<file path="src/rtl/irq_timer_pkg.sv">
package irq_timer_pkg;
  localparam int DATA_W = 32;
  localparam int ADDR_W = 2;

  localparam logic [ADDR_W-1:0] A_ENTRY = 2'd0;
  localparam logic [ADDR_W-1:0] A_START = 2'd1;
  localparam logic [ADDR_W-1:0] A_LIVE  = 2'd2;

  // Field positions of the timer entry word.
  localparam int VEC_LSB  = 0;
  localparam int VEC_W    = 8;
  localparam int MODE_LSB = 8;
  localparam int MODE_W   = 3;
  localparam int TRIG_BIT = 15;
  localparam int MASK_BIT = 16;
  localparam int PER_BIT  = 17;

  // Bits software can set: vector, mode, polarity, trigger, mask, periodic.
  localparam logic [DATA_W-1:0] ENTRY_WMASK = 32'h0003_A7FF;

  typedef struct packed {
    logic [VEC_W-1:0]  vector;
    logic [MODE_W-1:0] mode;
    logic              level;
  } irq_req_t;
endpackage

</file>
<file path="src/rtl/irq_timer_regs.sv">
module irq_timer_regs
  import irq_timer_pkg::*;
#(
  parameter int CNT_W = 32
) (
  input  logic              clk,
  input  logic              rst_n,
  input  logic              wr_en,
  input  logic [ADDR_W-1:0] addr,
  input  logic [DATA_W-1:0] wdata,
  input  logic [CNT_W-1:0]  live_cnt,
  output logic [DATA_W-1:0] entry_q,
  output logic [CNT_W-1:0]  start_q,
  output logic              load_en,
  output logic [DATA_W-1:0] rdata
);
  logic              entry_en;
  logic [DATA_W-1:0] entry_d;
  logic [CNT_W-1:0]  start_d;

  always_comb begin
    entry_en = wr_en && (addr == A_ENTRY);
    load_en  = wr_en && (addr == A_START);
    entry_d  = wdata & ENTRY_WMASK;
    start_d  = wdata[CNT_W-1:0];
  end

  always_ff @(posedge clk or negedge rst_n) begin
    if (!rst_n) begin
      entry_q <= '0;
    end else if (entry_en) begin
      entry_q <= entry_d;
    end
  end

  always_ff @(posedge clk or negedge rst_n) begin
    if (!rst_n) begin
      start_q <= '0;
    end else if (load_en) begin
      start_q <= start_d;
    end
  end

  always_comb begin
    case (addr)
      A_ENTRY: rdata = entry_q;
      A_START: rdata = DATA_W'(start_q);
      A_LIVE:  rdata = DATA_W'(live_cnt);
      default: rdata = '0;
    endcase
  end
endmodule

</file>
<file path="src/rtl/irq_timer_counter.sv">
module irq_timer_counter #(
  parameter int CNT_W = 32
) (
  input  logic             clk,
  input  logic             rst_n,
  input  logic             load_en,
  input  logic [CNT_W-1:0] load_val,
  input  logic [CNT_W-1:0] reload_val,
  input  logic             periodic,
  output logic [CNT_W-1:0] cnt_q,
  output logic             armed_q,
  output logic             expire
);
  localparam logic [CNT_W-1:0] ONE = CNT_W'(1);

  logic             cnt_en;
  logic [CNT_W-1:0] cnt_d;
  logic             armed_d;

  always_comb begin
    expire  = armed_q && (cnt_q == ONE) && !load_en;
    cnt_en  = load_en || armed_q;
    cnt_d   = cnt_q;
    armed_d = armed_q;
    if (load_en) begin
      cnt_d   = load_val;
      armed_d = (load_val != '0);
    end else if (cnt_q == ONE) begin
      if (periodic) begin
        cnt_d = reload_val;
      end else begin
        cnt_d   = '0;
        armed_d = 1'b0;
      end
    end else begin
      cnt_d = cnt_q - ONE;
    end
  end

  always_ff @(posedge clk or negedge rst_n) begin
    if (!rst_n) begin
      cnt_q   <= '0;
      armed_q <= 1'b0;
    end else if (cnt_en) begin
      cnt_q   <= cnt_d;
      armed_q <= armed_d;
    end
  end
endmodule

</file>
<file path="src/rtl/irq_timer_issue.sv">
module irq_timer_issue
  import irq_timer_pkg::*;
(
  input  logic     clk,
  input  logic     rst_n,
  input  logic     expire,
  input  logic     masked,
  input  irq_req_t entry_req,
  output logic     req_valid,
  output irq_req_t req_q
);
  logic valid_d;

  always_comb begin
    valid_d = expire && !masked;
  end

  always_ff @(posedge clk or negedge rst_n) begin
    if (!rst_n) begin
      req_valid <= 1'b0;
    end else begin
      req_valid <= valid_d;
    end
  end

  always_ff @(posedge clk or negedge rst_n) begin
    if (!rst_n) begin
      req_q <= '0;
    end else if (valid_d) begin
      req_q <= entry_req;
    end
  end
endmodule

</file>
<file path="src/rtl/irq_count_timer.sv">
module irq_count_timer
  import irq_timer_pkg::*;
#(
  parameter int CNT_W = 32
) (
  input  logic              clk,
  input  logic              rst_n,
  input  logic              wr_en,
  input  logic [ADDR_W-1:0] addr,
  input  logic [DATA_W-1:0] wdata,
  output logic [DATA_W-1:0] rdata,
  output logic              req_valid,
  output logic [VEC_W-1:0]  req_vector,
  output logic [MODE_W-1:0] req_mode,
  output logic              req_level
);
  logic [DATA_W-1:0] entry_q;
  logic [CNT_W-1:0]  start_q;
  logic [CNT_W-1:0]  cnt_q;
  logic              armed_q;
  logic              load_en;
  logic              expire;
  logic              ent_mask;
  logic              ent_per;
  irq_req_t          entry_req;
  irq_req_t          req_q;

  always_comb begin
    ent_mask         = entry_q[MASK_BIT];
    ent_per          = entry_q[PER_BIT];
    entry_req.vector = entry_q[VEC_LSB +: VEC_W];
    entry_req.mode   = entry_q[MODE_LSB +: MODE_W];
    entry_req.level  = entry_q[TRIG_BIT];
  end

  irq_timer_regs #(.CNT_W(CNT_W)) u_regs (
    .clk      (clk),
    .rst_n    (rst_n),
    .wr_en    (wr_en),
    .addr     (addr),
    .wdata    (wdata),
    .live_cnt (cnt_q),
    .entry_q  (entry_q),
    .start_q  (start_q),
    .load_en  (load_en),
    .rdata    (rdata)
  );

  irq_timer_counter #(.CNT_W(CNT_W)) u_counter (
    .clk        (clk),
    .rst_n      (rst_n),
    .load_en    (load_en),
    .load_val   (wdata[CNT_W-1:0]),
    .reload_val (start_q),
    .periodic   (ent_per),
    .cnt_q      (cnt_q),
    .armed_q    (armed_q),
    .expire     (expire)
  );

  irq_timer_issue u_issue (
    .clk       (clk),
    .rst_n     (rst_n),
    .expire    (expire),
    .masked    (ent_mask),
    .entry_req (entry_req),
    .req_valid (req_valid),
    .req_q     (req_q)
  );

  always_comb begin
    req_vector = req_q.vector;
    req_mode   = req_q.mode;
    req_level  = req_q.level;
  end
endmodule

</file>
<file path="config.mk">
export PLATFORM = sky130hd
export DESIGN_NAME = irq_count_timer
export DESIGN_NICKNAME = d
export VERILOG_FILES = /design/src/rtl/irq_timer_pkg.sv /design/src/rtl/irq_timer_regs.sv /design/src/rtl/irq_timer_counter.sv /design/src/rtl/irq_timer_issue.sv /design/src/rtl/irq_count_timer.sv
export SDC_FILE = /design/constraint.sdc
export NUM_CORES = 1
export LEC_CHECK = 0
export ABC_AREA = 1
export BUFFER_PORTS_ARGS = -buffer_cell sky130_fd_sc_hd__buf_2
export CAP_MARGIN = 20
export CORE_UTILIZATION = 40
export CTS_BUF_LIST = sky130_fd_sc_hd__clkbuf_4
export DETAILED_ROUTE_END_ITERATION = 10
export PLACE_DENSITY = 0.66
export SYNTH_ARGS = -nofsm -noshare
export SYNTH_HDL_FRONTEND = slang
export SYNTH_SLANG_ARGS = --single-unit
</file>
<file path="constraint.sdc">
create_clock -name clk -period 2.7 [get_ports clk]
set_input_delay 0.27 -clock clk [delete_from_list [all_inputs] [get_ports clk]]
set_output_delay 0.27 -clock clk [all_outputs]
set_load 0.02 [all_outputs]
</file>
==> results of run 1 <==
==> report_power, final <==
group          switching, mW  internal, mW
Combinational           1.40         0.720
Clock                  0.598         0.222
Sequential             0.337          1.70
Total                   2.34          2.64
==> state kept, by name (all words and copies together), names as in the netlist <==
name,cells
u_counter.cnt_q,32
u_regs.start_q,32
u_regs.entry_q,15
u_issue.req_q,12
u_counter.armed_q,1
u_issue.req_valid,1
==> synth_stat cells, drive strengths merged <==
| library cell | instances | area share [%] |
|---|---|---|
| a21oi | 11 | 1.4 |
| buf | 16 | 1.8 |
| nand4 | 11 | 1.2 |
| o221ai | 14 | 2.1 |
| nor3 | 2 | 0.17 |
| nor2 | 92 | 7.7 |
| o22ai | 15 | 2.2 |
| o21bai | 3 | 0.39 |
| clkbuf | 14 | 0.91 |
| inv | 119 | 7.7 |
| clkinv | 1 | 0.065 |
| nand2 | 290 | 19 |
| xor2 | 11 | 1.7 |
| nor4 | 8 | 0.86 |
| ha | 2 | 0.43 |
| nand3 | 47 | 4.1 |
| o211ai | 1 | 0.13 |
| o21ai | 71 | 6.5 |
| nand3b | 8 | 1.0 |
| xnor2 | 1 | 0.15 |
| and3 | 1 | 0.11 |
| dfrtp | 93 | 40 |
==> critical path, cell delays in order, from the launching register on <==
cell	delay [ps]
dfrtp_1	430
inv_1	120
ha_1	240
nand3_1	110
nor2_2	160
nand2_4	80
nor2_8	290
nand2_2	240
inv_1	320
nand2_1	100
nand2_1	70
==> cell type report <==
cell class,instances,area [um2],area share (%)
inverter,120,450,6.86
tap,180,225,3.43
clock buffer,9,67.6,1.03
multi-input combinational,588,2870,43.7
timing repair buffer,95,543,8.28
sequential,93,2330,35.5
clock inverter,7,78.8,1.20
antenna,1,2.50,0.0381
==> per-layer routing <==
layer	track usage, %	up-vias	part of all wire (%)
met3	4.74	27	7.6
met4	8.69	0	2.2
met5	0	-	0
li1	-	2791	-
met1	38.0	2686	46
met2	37.9	243	44
==> metrics by stage <==
step,cells,area (um2)
after floorplan,831,5800
after global placement,1074,6390
after detailed placement,1074,6390
after CTS,1092,6560
after global routing,1093,6560
final,1093,6560
==> cell families (layout without fill, tap and decap cells) <==
| group | Yosys count | after routing | share of synthesized area (%) |
|---|---|---|---|
| AO/OA/AOI/OAI | 115 | 115 | 12.6 |
| other | 0 | 1 | 0 |
| XOR/XNOR | 12 | 12 | 1.81 |
| adder cells (fa/ha/maj) | 2 | 2 | 0.431 |
| flip-flops | 93 | 93 | 40.1 |
| AND/OR/NAND/NOR | 459 | 459 | 34.5 |
| buffers and inverters | 150 | 231 | 10.4 |
==> worst max path at each step <==
stage / end / slack, ps / cells past startpoint
detailed placement: u_issue.req_q[3] / 530 / 10
global placement: u_issue.req_q[5] / 620 / 10
finish: u_issue.req_q[3] / 480 / 10
CTS: u_issue.req_q[4] / 490 / 10
global route: u_issue.req_q[3] / 270 / 10
floorplan: u_counter.armed_q / 1130 / 9
==> results.toml, run 1 <==
[critical_path]
rr_startpoint = "u_counter.cnt_q[1]"
critPathKind = "flop to flop"
critPathLaunchType = "flop"
startpoint = "u_counter.cnt_q[1]"
worstPathRequired_ps = 3130
r2r-end = "u_issue.req_q[3]"
worstRegToRegCells = 10
critPathMaxFanout = 15
worst-r2r-setup-slack_ps = 480
crit_path_end_kind = "flop"
crit_arrival_ps = 2650

[layout]
final_layout_size_suffix_gt1_share_pct = 16.8
fin_util_pct = 46.9
mostFrequentLayoutCells = "nand2_1, inv_1, dfrtp_1"
final_common_cell = "nand2_1"
fillers = 1475
nets = 946
area_growth_syn_to_layout_pct = 13.1

[timing]
maxSlewHeadroom_pct = 57.5
setup_viol = 0
rsz0062_at_grt = "false"
post-route-worst-setup-slack_ps = 481
tightest_slew_ps = 636
max_freq_ghz = 0.451
clock_skew_ps = 25.8
whs_ps = 31.9
drv_slew = 0
period_minus_slack_ps = 2220
setup-tns-final_ps = 0
post-route-period-util_pct = 82.2
hold_viol = 0

[drt]
drtIter0Drc = 575
drt_first_pass_iters = 5
drc = 0
vias = 5747
wl_per_cell_um = 16.6
postRouteAntennaNets = 0
viasPerCell = 5.26
drt_wl_total_mm = 18.2

[clock_tree]
cts_made_buffers = 9
clock_path_buffers = 2
cts_num_sinks = 93
cts_max_level = 3
clk_pin_slew_ps = 180
postCtsSetupRepairBufs = 0
clockRootBuffer = "clkbuf_4"
cts_hold_repair.buffers = 2
tritoncts = "built"
clock_latency_ps = 480
cts_resized = 0

[global_routing]
grt_pass1_wl_mm = 29.2
antenna_found_initial = 1
grt-ovfl-total = 0
grt_pass1_vias = 5425
grt_max_degree = 51
grt.total_usage_pct = 25.8

[hold_path]
holdPathEnd = "u_regs.start_q[30]"
min_from = "wdata[30]"
whs_path_depth = 3
min_path_type = "primary input to flop"

[pwr]
p_total_mw = 4.98
power_density_mw_per_mm2 = 759
power_leakage_nw = 3.53
ir_drop_uv = 330

[floorplanning]
rows = 43
fp.dieH_um = 122
design.core.area_mm2 = 0.0140
dieArea_mm2 = 0.0150
die_width_um = 122
ios = 82
initial_core_util_pct = 41.5

[logic_synthesis]
syn-instance-count = 831
synth.cell_area_mm2 = 0.00580
syn_nets = 870
yosysSeqAreaShare_pct = 40.1
syn_avg_cell_area_um2 = 6.98
yosysWarningCount = 0
synth.distinct_cells = 35
ys_ff_latch = 93

[placed_design]
hpwl_mm = 13.5
port_buffers = 81
place.gp.congestion = 0.997
post-place-ws_ps = 530

[status]
status = "finished clean"

[run]
max_cap_viol_count = 0
Note: power is estimated with default switching activity, not from simulation.
==> inputs of run 2 (changes only) <==
Settings changed: PLACE_DENSITY 0.66 to 0.68.
Clock period 2.7 ns to 2 ns, I/O delays scaled along.
==> results.toml, run 2 (synthesized netlist as in run 1, its figures left out) <==
[drt]
drtIter0Drc = 524
postRouteAntennaNets = 0
drt_first_pass_iters = 6
drc = 0
wl_per_cell_um = 16.5
vias = 6028
viasPerCell = 5.32
drt_wl_total_mm = 18.7

[layout]
nets = 987
reg.largest.list = "u_counter.cnt_q x32, u_regs.start_q x32, u_regs.entry_q x15"
mostFrequentLayoutCells = "nand2_1, inv_1, dfrtp_1"
fillers = 1392
layoutNonFillerInstCount = 1133
final_layout_size_suffix_gt1_share_pct = 17.8
final_common_cell = "nand2_1"
diodes = 0
regArea_mm2 = 0.00233
multi_input_comb_area_mm2 = 0.00288
area_growth_syn_to_layout_pct = 19.7

[hold_path]
min_from = "wdata[15]"
min_path_type = "primary input to flop"
holdPathEnd = "u_regs.entry_q[15]"
whs_path_depth = 3

[critical_path]
slowest_stage = "dfrtp_1"
worstPathRequired_ps = 2440
worstPathCellList = "inv_1 -> ha_2 -> nand3_1 -> nor2_2 -> nand2_4 -> nor2_8 -> nand2_4 -> o21bai_4 -> nor2_1 -> nor2_1"
crit_arrival_ps = 2320
worst-r2r-setup-slack_ps = 130
critPathKind = "flop to flop"
r2r-end = "u_counter.cnt_q[19]"
critPathLaunchType = "flop"
cpPeakStageDelay_ps = 430
path_buf_inv = 1
crit_path_end_kind = "flop"
rr_startpoint = "u_counter.cnt_q[1]"
critPathMaxFanout = 14
cp_top_family = "simple AND/OR/NAND/NOR gates"
worstRegToRegCells = 10

[timing]
setup_viol = 0
maxSlewHeadroom_pct = 54.2
clock_skew_ps = 20.4
drv_slew = 0
rsz0062_at_grt = "true"
period_minus_slack_ps = 1870
tightest_slew_ps = 686
post-route-worst-setup-slack_ps = 127
post-route-period-util_pct = 93.7
setup-tns-final_ps = 0
max_freq_ghz = 0.534
hold_viol = 0

[clock_tree]
clk_pin_slew_ps = 170
cts_num_sinks = 93
cts_made_buffers = 9
clockRootBuffer = "clkbuf_4"
cts_max_level = 3
tritoncts = "built"
clock_path_buffers = 2
clock_latency_ps = 500

[global_routing]
grt_pass1_wl_mm = 29.8
grt-ovfl-total = 0
antenna_found_initial = 0
grt.total_usage_pct = 26.3
grt_pass1_vias = 5596
grt_max_degree = 51

[pwr]
p_sw_mw = 3.18
comb_power_share_pct = 44.6
intPower_mw = 3.69
power_density_mw_per_mm2 = 990
ir_drop_uv = 415
seqPwrFrac_pct = 40.0
power.clock.fraction_pct = 15.4
power_leakage_nw = 3.71
netSwitchingFraction_pct = 46.4
p_total_mw = 6.87

[floorplanning]
design.core.area_mm2 = 0.0140
rows = 43
die_width_um = 122
fp.dieH_um = 122
initial_core_util_pct = 41.5
dieArea_mm2 = 0.0150
ios = 82

[run]
max_cap_viol_count = 0

[placed_design]
post-place-ws_ps = 24.0
place.gp.congestion = 1.01
hpwl_mm = 13.5
port_buffers = 81
place_inst = 1084

[status]
status = "finished clean"
-- run 2: worst reg2reg max path, cell delays in order, from the launching register on --
cell,delay (ps)
dfrtp_1,430
inv_1,120
ha_2,240
nand3_1,100
nor2_2,160
nand2_4,80
nor2_8,160
nand2_4,190
o21bai_4,200
nor2_1,60
nor2_1,80
-- run 2: how the worst max path moves through the flow --
| stage | startpoint | endpoint | cells after the start |
|---|---|---|---|
| final | u_counter.cnt_q[1] | u_counter.cnt_q[19] | 10 |
| after global routing | u_counter.cnt_q[1] | u_counter.cnt_q[24] | 11 |
| after detailed placement | u_counter.cnt_q[1] | u_counter.cnt_q[19] | 10 |
| after floorplan | u_counter.cnt_q[1] | u_counter.armed_q | 9 |
| after global placement | u_counter.cnt_q[1] | u_counter.cnt_q[19] | 10 |
| after CTS | u_counter.cnt_q[0] | u_counter.cnt_q[28] | 8 |
-- run 2: layer usage --
metal	part of all wire, %	vias up	track usage [%]
met5	0	-	0
met3	8.9	40	4.14
li1	-	2864	-
met1	45	2806	38.5
met2	44	318	39.0
met4	2.5	0	9.53
-- run 2: what timing repair did --
item,4_1_cts,5_1_grt
pin swaps,0,1
endpoints found under the hold margin,91,0
hold buffers,29,0
gates resized for setup,1,6
endpoints found under the setup margin,1,35
setup buffers,0,4
-- run 2: per-stage QoR --
stage / cell area (um2) / hold WS (ps) / util [%]
after floorplan: 5800 / -95.6 / -
after global placement: 6470 / 272 / 46.2
after detailed placement: 6470 / 274 / 46.2
after CTS: 6900 / 0.569 / 49.3
after global routing: 6940 / 30.0 / 49.6
final: 6940 / 15.3 / 49.6
-- run 2: final cells by class --
| cell class | instances | share of cell area (%) |
|---|---|---|
| inverter | 120 | 6.49 |
| multi-input combinational | 588 | 41.5 |
| sequential | 93 | 33.5 |
| timing repair buffer | 136 | 13.3 |
| tap | 180 | 3.24 |
| clock buffer | 9 | 0.973 |
| clock inverter | 7 | 0.973 |
-- run 2: power by group through the flow --
| stage | Clock, mW | Combinational, mW | Sequential (mW) |
|---|---|---|---|
| 2_1_floorplan | 0 | 2.11 | 2.64 |
| 3_3_place_gp | 0 | 2.91 | 2.77 |
| 3_5_place_dp | 0 | 2.93 | 2.77 |
| 4_1_cts | 1.08 | 2.98 | 2.73 |
| 5_1_grt | 1.15 | 3.41 | 2.80 |
| 6_report | 1.06 | 3.06 | 2.75 |
==> inputs of run 3 (changes only) <==
Settings changed: CORE_MARGIN from default to 5, PLACE_DENSITY 0.68 to 0.66.
Clock period 2 ns to 2.25 ns, I/O delays scaled along.
==> results.toml, run 3 (synthesized netlist as in run 1, its figures left out) <==
[timing]
drv_slew = 0
tightest_slew_ps = 660
post-route-period-util_pct = 90.0
hold_viol = 0
setup_viol = 0
max_freq_ghz = 0.494
clock_skew_ps = 14.7
period_minus_slack_ps = 2030
maxSlewHeadroom_pct = 55.9
rsz0062_at_grt = "false"
setup-tns-final_ps = 0

[critical_path]
critPathLaunchType = "flop"
critPathKind = "flop to flop"
path_buf_inv = 3
crit_arrival_ps = 2420
worstPathRequired_ps = 2640
cpPeakStageDelay_ps = 420
crit_path_end_kind = "flop"
cp_top_family = "simple AND/OR/NAND/NOR gates"
critPathMaxFanout = 16
worstPathCellList = "inv_1 -> ha_1 -> nand3_1 -> nor2_2 -> nand2_4 -> nor2_8 -> buf_4 -> nand3b_1 -> nand2_1 -> inv_1 -> a21oi_2"
slowest_stage = "dfrtp_1"
path_common_cell = "inv_1"

[run]
max_cap_viol_count = 0

[floorplanning]
dieArea_mm2 = 0.0170
ios = 82
rows = 44
initial_core_util_pct = 40.4
die_width_um = 130
design.core.area_mm2 = 0.0144
fp.dieH_um = 130

[placed_design]
placed_area_mm2 = 0.00646
hpwl_mm = 13.8
port_buffers = 81
place_inst = 1087
place.gp.congestion = 0.986

[pwr]
ir_drop_uv = 385
intPower_mw = 3.33
netSwitchingFraction_pct = 45.3
p_sw_mw = 2.75
power_density_mw_per_mm2 = 913
comb_power_share_pct = 43.9
power_leakage_nw = 3.59
seqPwrFrac_pct = 40.0
power.clock.fraction_pct = 16.2

[clock_tree]
cts_made_buffers = 9
clk_pin_slew_ps = 160
postCtsSetupRepairBufs = 0
clockRootBuffer = "clkbuf_4"
cts_resized = 0
tritoncts = "built"
cts_num_sinks = 93
cts_max_level = 3
clock_path_buffers = 2
clock_latency_ps = 460

[status]
status = "finished clean"

[global_routing]
grt-ovfl-total = 0
antenna_found_initial = 1
grt_max_degree = 39
grt.total_usage_pct = 22.5
grt_pass1_vias = 5591
grt_pass1_wl_mm = 29.7

[drt]
wl_per_cell_um = 16.5
drc = 0
drt_wl_total_mm = 18.3
drt_first_pass_iters = 5
vias = 5805
viasPerCell = 5.23
postRouteAntennaNets = 0
drtIter0Drc = 456

[layout]
final_layout_size_suffix_gt1_share_pct = 17.4
design_area_mm2 = 0.00666
mostFrequentLayoutCells = "nand2_1, inv_1, dfrtp_1"
area_growth_syn_to_layout_pct = 14.9
reg.largest.list = "u_counter.cnt_q x32, u_regs.start_q x32, u_regs.entry_q x15"
nets = 958
layoutNonFillerInstCount = 1109
fin_util_pct = 46.4
final_common_cell = "nand2_1"

[hold_path]
min_path_type = "primary input to flop"
[run 3: through the flow]
stage	hold WS [ps]	power (mW)	setup WS [ps]
floorplan	-70.6	4.22	680
global placement	234	5.07	246
detailed placement	233	5.08	226
CTS	11.1	6.07	184
global route	0.302	6.52	26.3
finish	30.0	6.08	225
[run 3: worst paths after layout]
check                                   startpoint                   to  slack [ps]  cells after the start
worst max-delay path            u_counter.cnt_q[1]  u_counter.cnt_q[28]         220                     11
worst max register to register  u_counter.cnt_q[1]  u_counter.cnt_q[28]         220                     11
min in group asynchronous                    rst_n    u_issue.req_q[11]         290                      2
worst min register to register   u_issue.req_q[11]    u_issue.req_q[11]         500                      2
worst min-delay path                      wdata[2]    u_regs.entry_q[2]          30                      3
max in group asynchronous                    rst_n   u_regs.start_q[14]        1240                      3
[run 3: layout make-up]
type / instances / area, um2
Tap cell: 184 / 230
Fill cell: 1468 / 7710
Multi-Input combinational cell: 588 / 2870
Timing Repair Buffer: 107 / 641
Antenna cell: 1 / 2.50
Clock inverter: 6 / 68.8
Clock buffer: 10 / 75.1
Inverter: 120 / 450
Sequential cell: 93 / 2330
[run 3: power by group through the flow]
stage	sequential [mW]	combinational [mW]	clock [mW]
5_1_grt	2.48	2.97	1.07
3_3_place_gp	2.45	2.62	0
2_1_floorplan	2.35	1.87	0
6_report	2.43	2.67	0.983
4_1_cts	2.42	2.65	1.00
3_5_place_dp	2.45	2.63	0
[run 3: routing by layer]
layer	wire, um	part of all wire [%]	up-vias	GRT usage [%]
met5	0	0	-	0
met4	409	2.2	0	6.65
met3	1120	6.1	29	3.25
met2	8290	45	222	34.4
met1	8510	46	2749	33.1
li1	-	-	2805	-
[run 3: what timing repair did]
| action | 4_1_cts | 5_1_grt |
|---|---|---|
| setup endpoints to repair | 0 | 1 |
| hold endpoints to repair | 40 | 0 |
| hold buffers | 5 | 0 |
[run 3: worst min-delay path, stage by stage]
cell	delay (ps)
buf_2	120
nand3_1	80
nand2_1	50
